File: src/rtl/romrd_pkg.sv
package romrd_pkg;

  localparam int NUM_PATHS = 5;
  localparam int PATH_AA   = 0;
  localparam int PATH_CE   = 1;
  localparam int PATH_OE   = 2;
  localparam int PATH_RC   = 3;
  localparam int PATH_DF   = 4;

  typedef struct packed {
    logic load;
    logic capture;
  } dpStrobe_t;

  // window length in ns for a timing path and grade code (3 folds onto slow)
  function automatic int pathNs(int path, logic [1:0] grade);
    int g;
    g = (grade == 2'd3) ? 2 : int'(grade);
    case (path)
      PATH_OE: return (g == 0) ? 50 : (g == 1) ? 60 : 70;
      PATH_DF: return (g == 2) ? 30 : 20;
      default: return (g == 0) ? 100 : (g == 1) ? 120 : 150;
    endcase
  endfunction

  // whole clock periods covering the window plus one sampling cycle
  function automatic int cyclesFor(int ns, int periodPs);
    return (ns * 1000 + periodPs - 1) / periodPs + 1;
  endfunction

endpackage

File: src/rtl/romrd_timer.sv
module romrd_timer #(
  parameter int CNT_W = 8
) (
  input  logic             clk,
  input  logic             rstN,
  input  logic             start,
  input  logic [CNT_W-1:0] loadVal,
  output logic             expired
);

  logic [CNT_W-1:0] count;

  always_ff @(posedge clk or negedge rstN) begin
    if (!rstN)              count <= '0;
    else if (start)         count <= loadVal;
    else if (count != '0)   count <= count - 1'b1;
  end

  assign expired = (count == '0);

endmodule

File: src/rtl/romrd_ctrl.sv
module romrd_ctrl
  import romrd_pkg::*;
#(
  parameter int CLK_PERIOD_PS = 4000,
  parameter int CNT_W         = 8
) (
  input  logic       clk,
  input  logic       rstN,
  input  logic       req,
  input  logic [1:0] grade,
  output logic       busy,
  output logic       ceN,
  output logic       oeN,
  output dpStrobe_t  strobe
);

  typedef enum logic {S_IDLE, S_ACCESS} state_t;

  state_t                 state;
  logic [1:0]             gradeQ;
  logic                   accept;
  logic                   capture;
  logic [NUM_PATHS-1:0]   pathStart;
  logic [NUM_PATHS-1:0]   pathDone;
  logic [CNT_W-1:0]       pathLoad [NUM_PATHS];

  // OE window is measured from one cycle after acceptance, so it loads one more
  always_comb begin
    for (int p = 0; p < NUM_PATHS; p++) begin
      pathLoad[p] = CNT_W'(cyclesFor(pathNs(p, (p == PATH_DF) ? gradeQ : grade),
                                     CLK_PERIOD_PS) - ((p == PATH_OE) ? 0 : 1));
    end
  end

  genvar gp;
  generate
    for (gp = 0; gp < NUM_PATHS; gp++) begin : g_path
      assign pathStart[gp] = (gp == PATH_DF) ? capture : accept;
      romrd_timer #(.CNT_W(CNT_W)) timer_i (
        .clk     (clk),
        .rstN    (rstN),
        .start   (pathStart[gp]),
        .loadVal (pathLoad[gp]),
        .expired (pathDone[gp])
      );
    end
  endgenerate

  assign busy    = (state != S_IDLE) || !pathDone[PATH_RC] || !pathDone[PATH_DF];
  assign accept  = req && !busy;
  assign capture = (state == S_ACCESS) && pathDone[PATH_AA] &&
                   pathDone[PATH_CE] && pathDone[PATH_OE];

  always_ff @(posedge clk or negedge rstN) begin
    if (!rstN) begin
      state  <= S_IDLE;
      gradeQ <= 2'd0;
      ceN    <= 1'b1;
      oeN    <= 1'b1;
    end else if (accept) begin
      state  <= S_ACCESS;
      gradeQ <= grade;
      ceN    <= 1'b0;
    end else if (capture) begin
      state  <= S_IDLE;
      ceN    <= 1'b1;
      oeN    <= 1'b1;
    end else if (state == S_ACCESS) begin
      oeN    <= 1'b0;
    end
  end

  assign strobe.load    = accept;
  assign strobe.capture = capture;

  // cycles since the last capture and the float count it required, for R7
  logic [CNT_W-1:0] sinceCap;
  logic [CNT_W-1:0] dfNeed;
  always_ff @(posedge clk or negedge rstN) begin
    if (!rstN) begin
      sinceCap <= '1;
      dfNeed   <= '0;
    end else if (capture) begin
      sinceCap <= CNT_W'(1);
      dfNeed   <= pathLoad[PATH_DF] + 1'b1;
    end else if (sinceCap != '1) begin
      sinceCap <= sinceCap + 1'b1;
    end
  end

  a_r2_busy_after_accept: assert property (@(posedge clk) disable iff (!rstN)
    accept |=> (busy && !ceN));
  a_r3_oe_follows_ce: assert property (@(posedge clk) disable iff (!rstN)
    $fell(ceN) |=> $fell(oeN));
  a_r6_enables_release: assert property (@(posedge clk) disable iff (!rstN)
    capture |=> (ceN && oeN));
  a_r7_float_gap: assert property (@(posedge clk) disable iff (!rstN)
    accept |-> (sinceCap >= dfNeed));

endmodule

File: src/rtl/romrd_dpath.sv
module romrd_dpath
  import romrd_pkg::*;
#(
  parameter int ADDR_W = 20,
  parameter int DATA_W = 8
) (
  input  logic              clk,
  input  logic              rstN,
  input  dpStrobe_t         strobe,
  input  logic [ADDR_W-1:0] addr,
  input  logic [DATA_W-1:0] romData,
  output logic [ADDR_W-1:0] romAddr,
  output logic [DATA_W-1:0] rdata,
  output logic              rvalid
);

  always_ff @(posedge clk or negedge rstN) begin
    if (!rstN) begin
      romAddr <= '0;
      rdata   <= '0;
      rvalid  <= 1'b0;
    end else begin
      if (strobe.load)    romAddr <= addr;
      if (strobe.capture) rdata   <= romData;
      rvalid <= strobe.capture;
    end
  end

  a_r10_addr_held: assert property (@(posedge clk) disable iff (!rstN)
    !strobe.load |=> $stable(romAddr));
  a_r4_single_valid: assert property (@(posedge clk) disable iff (!rstN)
    rvalid |=> !rvalid);

endmodule

File: src/rtl/romReadCtl.sv
module romReadCtl
  import romrd_pkg::*;
#(
  parameter int CLK_PERIOD_PS = 4000,
  parameter int ADDR_W        = 20,
  parameter int DATA_W        = 8,
  parameter int CNT_W         = 8
) (
  input  logic              clk,
  input  logic              rstN,
  input  logic              req,
  input  logic [ADDR_W-1:0] addr,
  input  logic [1:0]        grade,
  output logic              busy,
  output logic [DATA_W-1:0] rdata,
  output logic              rvalid,
  output logic [ADDR_W-1:0] romAddr,
  output logic              romCeN,
  output logic              romOeN,
  input  logic [DATA_W-1:0] romData
);

  dpStrobe_t strobe;

  romrd_ctrl #(.CLK_PERIOD_PS(CLK_PERIOD_PS), .CNT_W(CNT_W)) ctrl_i (
    .clk    (clk),
    .rstN   (rstN),
    .req    (req),
    .grade  (grade),
    .busy   (busy),
    .ceN    (romCeN),
    .oeN    (romOeN),
    .strobe (strobe)
  );

  romrd_dpath #(.ADDR_W(ADDR_W), .DATA_W(DATA_W)) dpath_i (
    .clk     (clk),
    .rstN    (rstN),
    .strobe  (strobe),
    .addr    (addr),
    .romData (romData),
    .romAddr (romAddr),
    .rdata   (rdata),
    .rvalid  (rvalid)
  );

endmodule

File: config.mk
export PLATFORM = sky130hd
export DESIGN_NAME = romReadCtl
export DESIGN_NICKNAME = d
export VERILOG_FILES = /design/src/rtl/romrd_pkg.sv /design/src/rtl/romrd_timer.sv /design/src/rtl/romrd_ctrl.sv /design/src/rtl/romrd_dpath.sv /design/src/rtl/romReadCtl.sv
export SDC_FILE = /design/constraint.sdc
export NUM_CORES = 1
export LEC_CHECK = 0
export BUFFER_PORTS_ARGS = -buffer_cell sky130_fd_sc_hd__buf_2
export CAP_MARGIN = 20
export CORE_AREA = 3 3 103 115
export CTS_BUF_LIST = sky130_fd_sc_hd__clkbuf_4 sky130_fd_sc_hd__clkbuf_8
export CTS_CLUSTER_SIZE = 8
export DETAILED_ROUTE_END_ITERATION = 16
export DIE_AREA = 0 0 106 118
export GPL_TIMING_DRIVEN = 1
export PLACE_DENSITY_LB_ADDON = 0.05
export SLEW_MARGIN = 25
export SYNTH_ARGS = -nofsm -noshare
export SYNTH_HDL_FRONTEND = slang
export SYNTH_SLANG_ARGS = --single-unit
File: constraint.sdc
create_clock -name clk -period 6.87 [get_ports clk]
set_input_delay 0.687 -clock clk [delete_from_list [all_inputs] [get_ports clk]]
set_output_delay 0.687 -clock clk [all_outputs]
set_load 0.05 [all_outputs]
# After elaboration in Yosys (flattened, before gate mapping)
# Cells that the tools add are included.
totals:
  reg_bits: 74
  inputBits: 33
  word_cells: 90
classes:
  add_sub_neg: 16
  n_mul: 3
  n_div: 3
  n_eq_ne: 4
  mux: 23
  n_bitwise: 1
  reduce_logical: 28
op_table:
  columns: ["op", "count"]
  rows:
  - ["32-bit by 13-bit adder with 32-bit output, second input constant", 3]
  - ["32-bit by 13-bit divider with 32-bit output, second input constant", 3]
  - ["32-bit by 8-bit multiplier with 29-bit output, second input constant", 3]
  - ["32-bit by 2-bit subtractor with 32-bit output, second input constant", 3]
  - ["8-bit 2-to-1 mux", 11]
  - ["32-bit 2-to-1 mux", 2]
  - ["8-bit zero test", 5]
  - ["8-bit nonzero test", 5]
  - ["8-bit by 1-bit subtractor with 8-bit output, second input constant", 5]
  - ["32-bit by 2-bit == test with 1-bit output, second input constant", 1]
  - ["32-bit by 3-bit == test with 1-bit output, second input constant", 1]
  - ["32-bit zero test", 1]
  - ["8-bit by 2-bit adder with 8-bit output, second input constant", 3]
  - ["8-bit by 2-bit subtractor with 8-bit output, second input constant", 2]
  - ["2-bit nonzero test", 7]
  - ["7-bit 2-to-1 mux", 1]
  - ["1-bit 2-to-1 mux", 6]
  - ["2-bit == test, second input constant", 2]
  - ["1-bit logical AND", 4]
  - ["2-bit 2-to-1 mux", 2]
  - ["4-bit 2-to-1 mux", 1]
  - ["1-bit zero test", 3]
  - ["1-bit logical OR", 2]
  - ["2-bit AND reduction", 1]
  - ["1-bit inverter", 1]

# Longest topological paths before layout
depth:
  ltp_word: 12
  depth_mapped: 9
  depth_no_buf: 8

# By module
# From an unflattened synthesis, not the netlist that was laid out.
unflattened:
  cells_unflattened: 354
  hier_area_um2: 3764.9
by_module_without_submodules:
  columns: ["module", "instances", "cells_each", "area_each_um2", "seq_area_each_um2"]
  rows:
  - ["romrd_timer", 5, 54, 476.7, 200.2]
  - ["romrd_dpath", 1, 60, 1149.9, 725.7]
  - ["romrd_ctrl", 1, 24, 231.5, 102.6]

# Worst setup path before layout
# OpenSTA, ideal clock, no wires.
synth_timing:
  path_type: "register to output"
  start: "register ctrl_i.g_path[3].timer_i.count[2]"
  end: "output port busy"
  t_arrival_ns: 1.953
  slack_ns: 4.230
  stages_incl_launch_ff: 5
  path_buffers: 1
  cell_sequence: "dfrtp_1 -> or4_1 -> buf_2 -> or3_1 -> or3_1"
synth_via:
  elab_chain_cells: 4
synth_lines:
  columns: ["item", "line", "rtl"]
  rows:
  - ["start, declared", "romrd_timer.sv:11", "logic [CNT_W-1:0] count;"]
  - ["start signal, assigned", "romrd_timer.sv:15", "else if (start) count <= loadVal;"]
  - ["start signal, assigned", "romrd_timer.sv:16", "else if (count != '0) count <= count - 1'b1;"]
  - ["8-bit zero test", "romrd_timer.sv:19", "assign expired = (count == '0);"]
  - ["1-bit zero test", "romrd_ctrl.sv:49", "assign busy = (state != S_IDLE) || !pathDone[PATH_RC] || !pathDone[PATH_DF];"]
  - ["1-bit logical OR (2 in a row)", "romrd_ctrl.sv:49", null]
  - ["end, declared", "romReadCtl.sv:14", "output logic busy,"]
# Every way passes these cells.

# Worst setup path in the final report
layout_timing:
  start: "register ctrl_i.g_path[4].timer_i.count[0]"
  end: "output port busy"
layout_via:
  elab_chain_cells: 3
layout_lines:
  columns: ["item", "line"]
  rows:
  - ["start, declared", "romrd_timer.sv:11"]
  - ["start signal, assigned", "romrd_timer.sv:15"]
  - ["start signal, assigned", "romrd_timer.sv:16"]
  - ["8-bit zero test", "romrd_timer.sv:19"]
  - ["1-bit zero test", "romrd_ctrl.sv:49"]
  - ["1-bit logical OR", "romrd_ctrl.sv:49"]
# Every way passes these cells.

==> impl_results.md <==
- Combinational family with the most area after synthesis: simple AND/OR/NAND/NOR gates
- # DRC: 0
- Max-cap violation count: 0
- Power density cells: 192.4 nW/um2
- Vias: 2855
- Final period utilization: 46.11%
- Yosys Warn Count: 0
- Initial antenna violation count: 0
- DIE WIDTH: 106 um
- Max clock buf depth: 2
- XOR/XNOR Fraction of Synth Area: 3.537%
- Mux contribution to synthesized area: 7.140%
- Syn Area/Cell: 9.880 um2
- PnR Total Power: 845.0 uW
- Die area: 12510 um2
- Post_cts resized: 0
- Post-synth EDFFs: 0
- Post-CTS setup buffer count: 0
- WL/cell: 14.29 um
- Clk slew on worst S/H paths: 0.08 ns
- Most frequent cells in the layout: 82 x nand2_1, 71 x dfrtp_1, 63 x buf_2, 21 x o21ai_0, 20 x nor2_1
- Crit path largest cell delay: 0.51 ns
- Reported leakage power: 2.254 nW
- Crit path DAT: 2.48 ns
- Clk pwr share: 45.5%
- Final GP Congestion: 0.7568
- Place WS: 3.938 ns
- Fin area: 4392 um2
- Commonest non-fill, non-tap cell in the layout: nand2_1
- Clock tree from TritonCTS: built
- Area post-placement: 4159 um2
- Fin crit period: 3.167 ns
- CP Launch Type: flop
- Crit Path Max Fanout: 6
- Die height: 118 um
- CTS root buffer: clkbuf_8
- DR vias/cell: 4.798
- IO Port Bufs: 64
- Cells after synthesis: 376
- Cts bufs inserted: 9
- DR iter-0 viols: 183
- First-pass GRT wire length: 14.32 mm
- Post-Synth Simple-Gate Area: 22.80%
- Asr flop ratio synth: 100.0%
- Remaining Overflow, GRT: 0
- Net Sw Frac: 21.40%
- Final nets: 488
- Comb power frac: 3.7%
- Clk sinks: 73
- Vias in the first global route: 2901
- Worst Hold Class: in -> async
- Post-synthesis sequential area ratio: 49.24%
- Top_reg_cell synth: dfrtp_1
- CP max stage cell: nor4b_1
- Share of post-route cells with drive strength above 1: 23.88%
- Final hold viol count: 0
- Largest net degree at the start of global routing: 74
- Worst vdd ir: 0.1080 mV
- Cell area after synthesis: 3715 um2
- Drt first pass iters: 6
- I/O pin cnt: 65
- P&R area growth vs syn: 18.22%
- Setup crit end kind: output port
- Run status: finished, final reports clean
- Post-Layout Cell Count: 595
- Max Clock Freq: 315.7 MHz
- Clk Latency, worst-skew pair: 0.35 ns
- Gr usage total: 14.41%
- TNS Setup: 0 ns
- Diode count: 0
- Worst slew margin: 41.34%
- Synth Area in Adders: 4.244%
- Yosys reg bits: 73
- Critical Path RT: 6.18 ns
- Setup Viol. Count Final: 0
- Final HPWL DP: 5.772 mm
- Synth Area in Compound Gates: 9.027%
- Internal cell power: 664.1 uW
- Register-to-Register Path Depth: 6
- Depth of the CTS H-tree: 3
- Clock skew: 0.01062 ns
- Wirelength, routed: 8.504 mm
- RSZ-0062 raised after global routing: false
- DP Cell Count: 579
- Critical path cell sequence: inv_1 > ha_1 > nor4b_1 > nand2_1 > or3_1 > buf_2
- Final WS setup: 3.703 ns
- Register share of total power: 50.8%
- Row cnt: 40
- Worst Max-Slew Pin Slew: 0.8771 ns
- Net Switching: 180.8 uW
- Final Max Tran Viols: 0
- Yosys cell types: 54
- Post-DRT Antenna Nets: 0
- Starting Density: 34.36%
- Core ar.: 10810 um2
- Post-cts hold buffer count: 0
- Worst setup path class: reg -> out
[layout make-up]
type,count,area [um2]
fillers,1114,6419
flip-flops and latches,73,1829
multi-input cells,277,1752
repair buffers,65,334.1
well taps,147,183.9
clock buffers,11,151.4
clock inverters,5,77.57
inverters,17,63.81
[worst max-delay path, delay by kind of cell (launching register included)]
| kind | cells | cell delay (ns) |
|---|---|---|
| and+or+nand+nor | 3 | 1.23 |
| DFF | 1 | 0.42 |
| buffers and inverters | 2 | 0.29 |
| adders and majority gates | 1 | 0.20 |
[logic make-up (layout without fill, tap and decap cells)]
logic type      count (synthesis)  after routing
compound gates                 55             55
xor+xnor                       15             15
fa+ha+maj                      12             12
buf+inv                        29             98
flops                          73             73
mux                            25             25
other cells                     1              4
simple gates                  166            166
[routing by layer]
layer	part of all wire, %	vias to the layer above	global-route usage [%]
met5	0	-	0
met4	1.8	0	5.587
met3	5.2	14	4.169
met2	45	72	21.89
met1	48	1347	19.40
li1	-	1422	-
[worst paths after layout]
check	startpoint	slack, ns	to
setup reg to reg	ctrl_i.g_path[2].timer_i.count[0]$_DFFE_PN0P_	3.97	dpath_i.rdata[4]$_DFFE_PN0P_
setup / recovery	ctrl_i.g_path[4].timer_i.count[0]$_DFFE_PN0P_	3.70	busy
hold / removal	rstN	0.34	ctrl_i.g_path[3].timer_i.count[5]$_DFFE_PN0P_
min in group clk	dpath_i.romAddr[8]$_DFFE_PN0P_	0.47	dpath_i.romAddr[8]$_DFFE_PN0P_
hold reg to reg	dpath_i.romAddr[8]$_DFFE_PN0P_	0.47	dpath_i.romAddr[8]$_DFFE_PN0P_
max in group asynchronous	rstN	6.06	dpath_i.romAddr[10]$_DFFE_PN0P_
[Yosys cell counts, types with 4 or more instances]
library cell	count	share of area (%)
inv_1	17	1.7
nor4b_1	4	0.94
o21a_1	5	1.0
xor2_1	6	1.4
or4_1	5	1.0
mux2_2	12	3.6
clkbuf_1	5	0.51
o21ai_0	21	2.8
nor3_1	13	1.8
buf_6	4	1.2
nor2_1	20	2.0
ha_1	11	3.7
xnor2_1	9	2.1
dfrtp_1	71	48
nand2b_1	6	1.0
a21oi_1	11	1.5
mux2i_1	13	3.5
or3_1	6	1.0
nand3_1	7	0.94
nand2_1	82	8.3
[flip-flops by register name, summed over array words and instances, names as in the netlist]
name                         count
ctrl_i.g_path.timer_i.count     40
ctrl_i.ceN                       1
dpath_i.romAddr                 20
ctrl_i.state                     1
dpath_i.rdata                    8
dpath_i.rvalid                   1
ctrl_i.oeN                       1
ctrl_i.gradeQ                    1
[power groups by stage]
| stage | combinational (mW) | clock (mW) | sequential [mW] |
|---|---|---|---|
| after floorplan | 0.0107 | 0 | 0.438 |
| after global placement | 0.0314 | 0 | 0.438 |
| after detailed placement | 0.0318 | 0 | 0.438 |
| after CTS | 0.0319 | 0.397 | 0.429 |
| after global routing | 0.0368 | 0.420 | 0.429 |
| final | 0.0311 | 0.384 | 0.429 |
[per-stage QoR]
step	hold slack, ns	utilization [%]
2_1_floorplan	0.3914	-
3_5_place_dp	0.4507	38.47
5_1_grt	0.3889	40.63
4_1_cts	0.4699	40.59
6_report	0.3393	40.63
3_3_place_gp	0.4462	38.47
(Power assumes the default switching activity.)
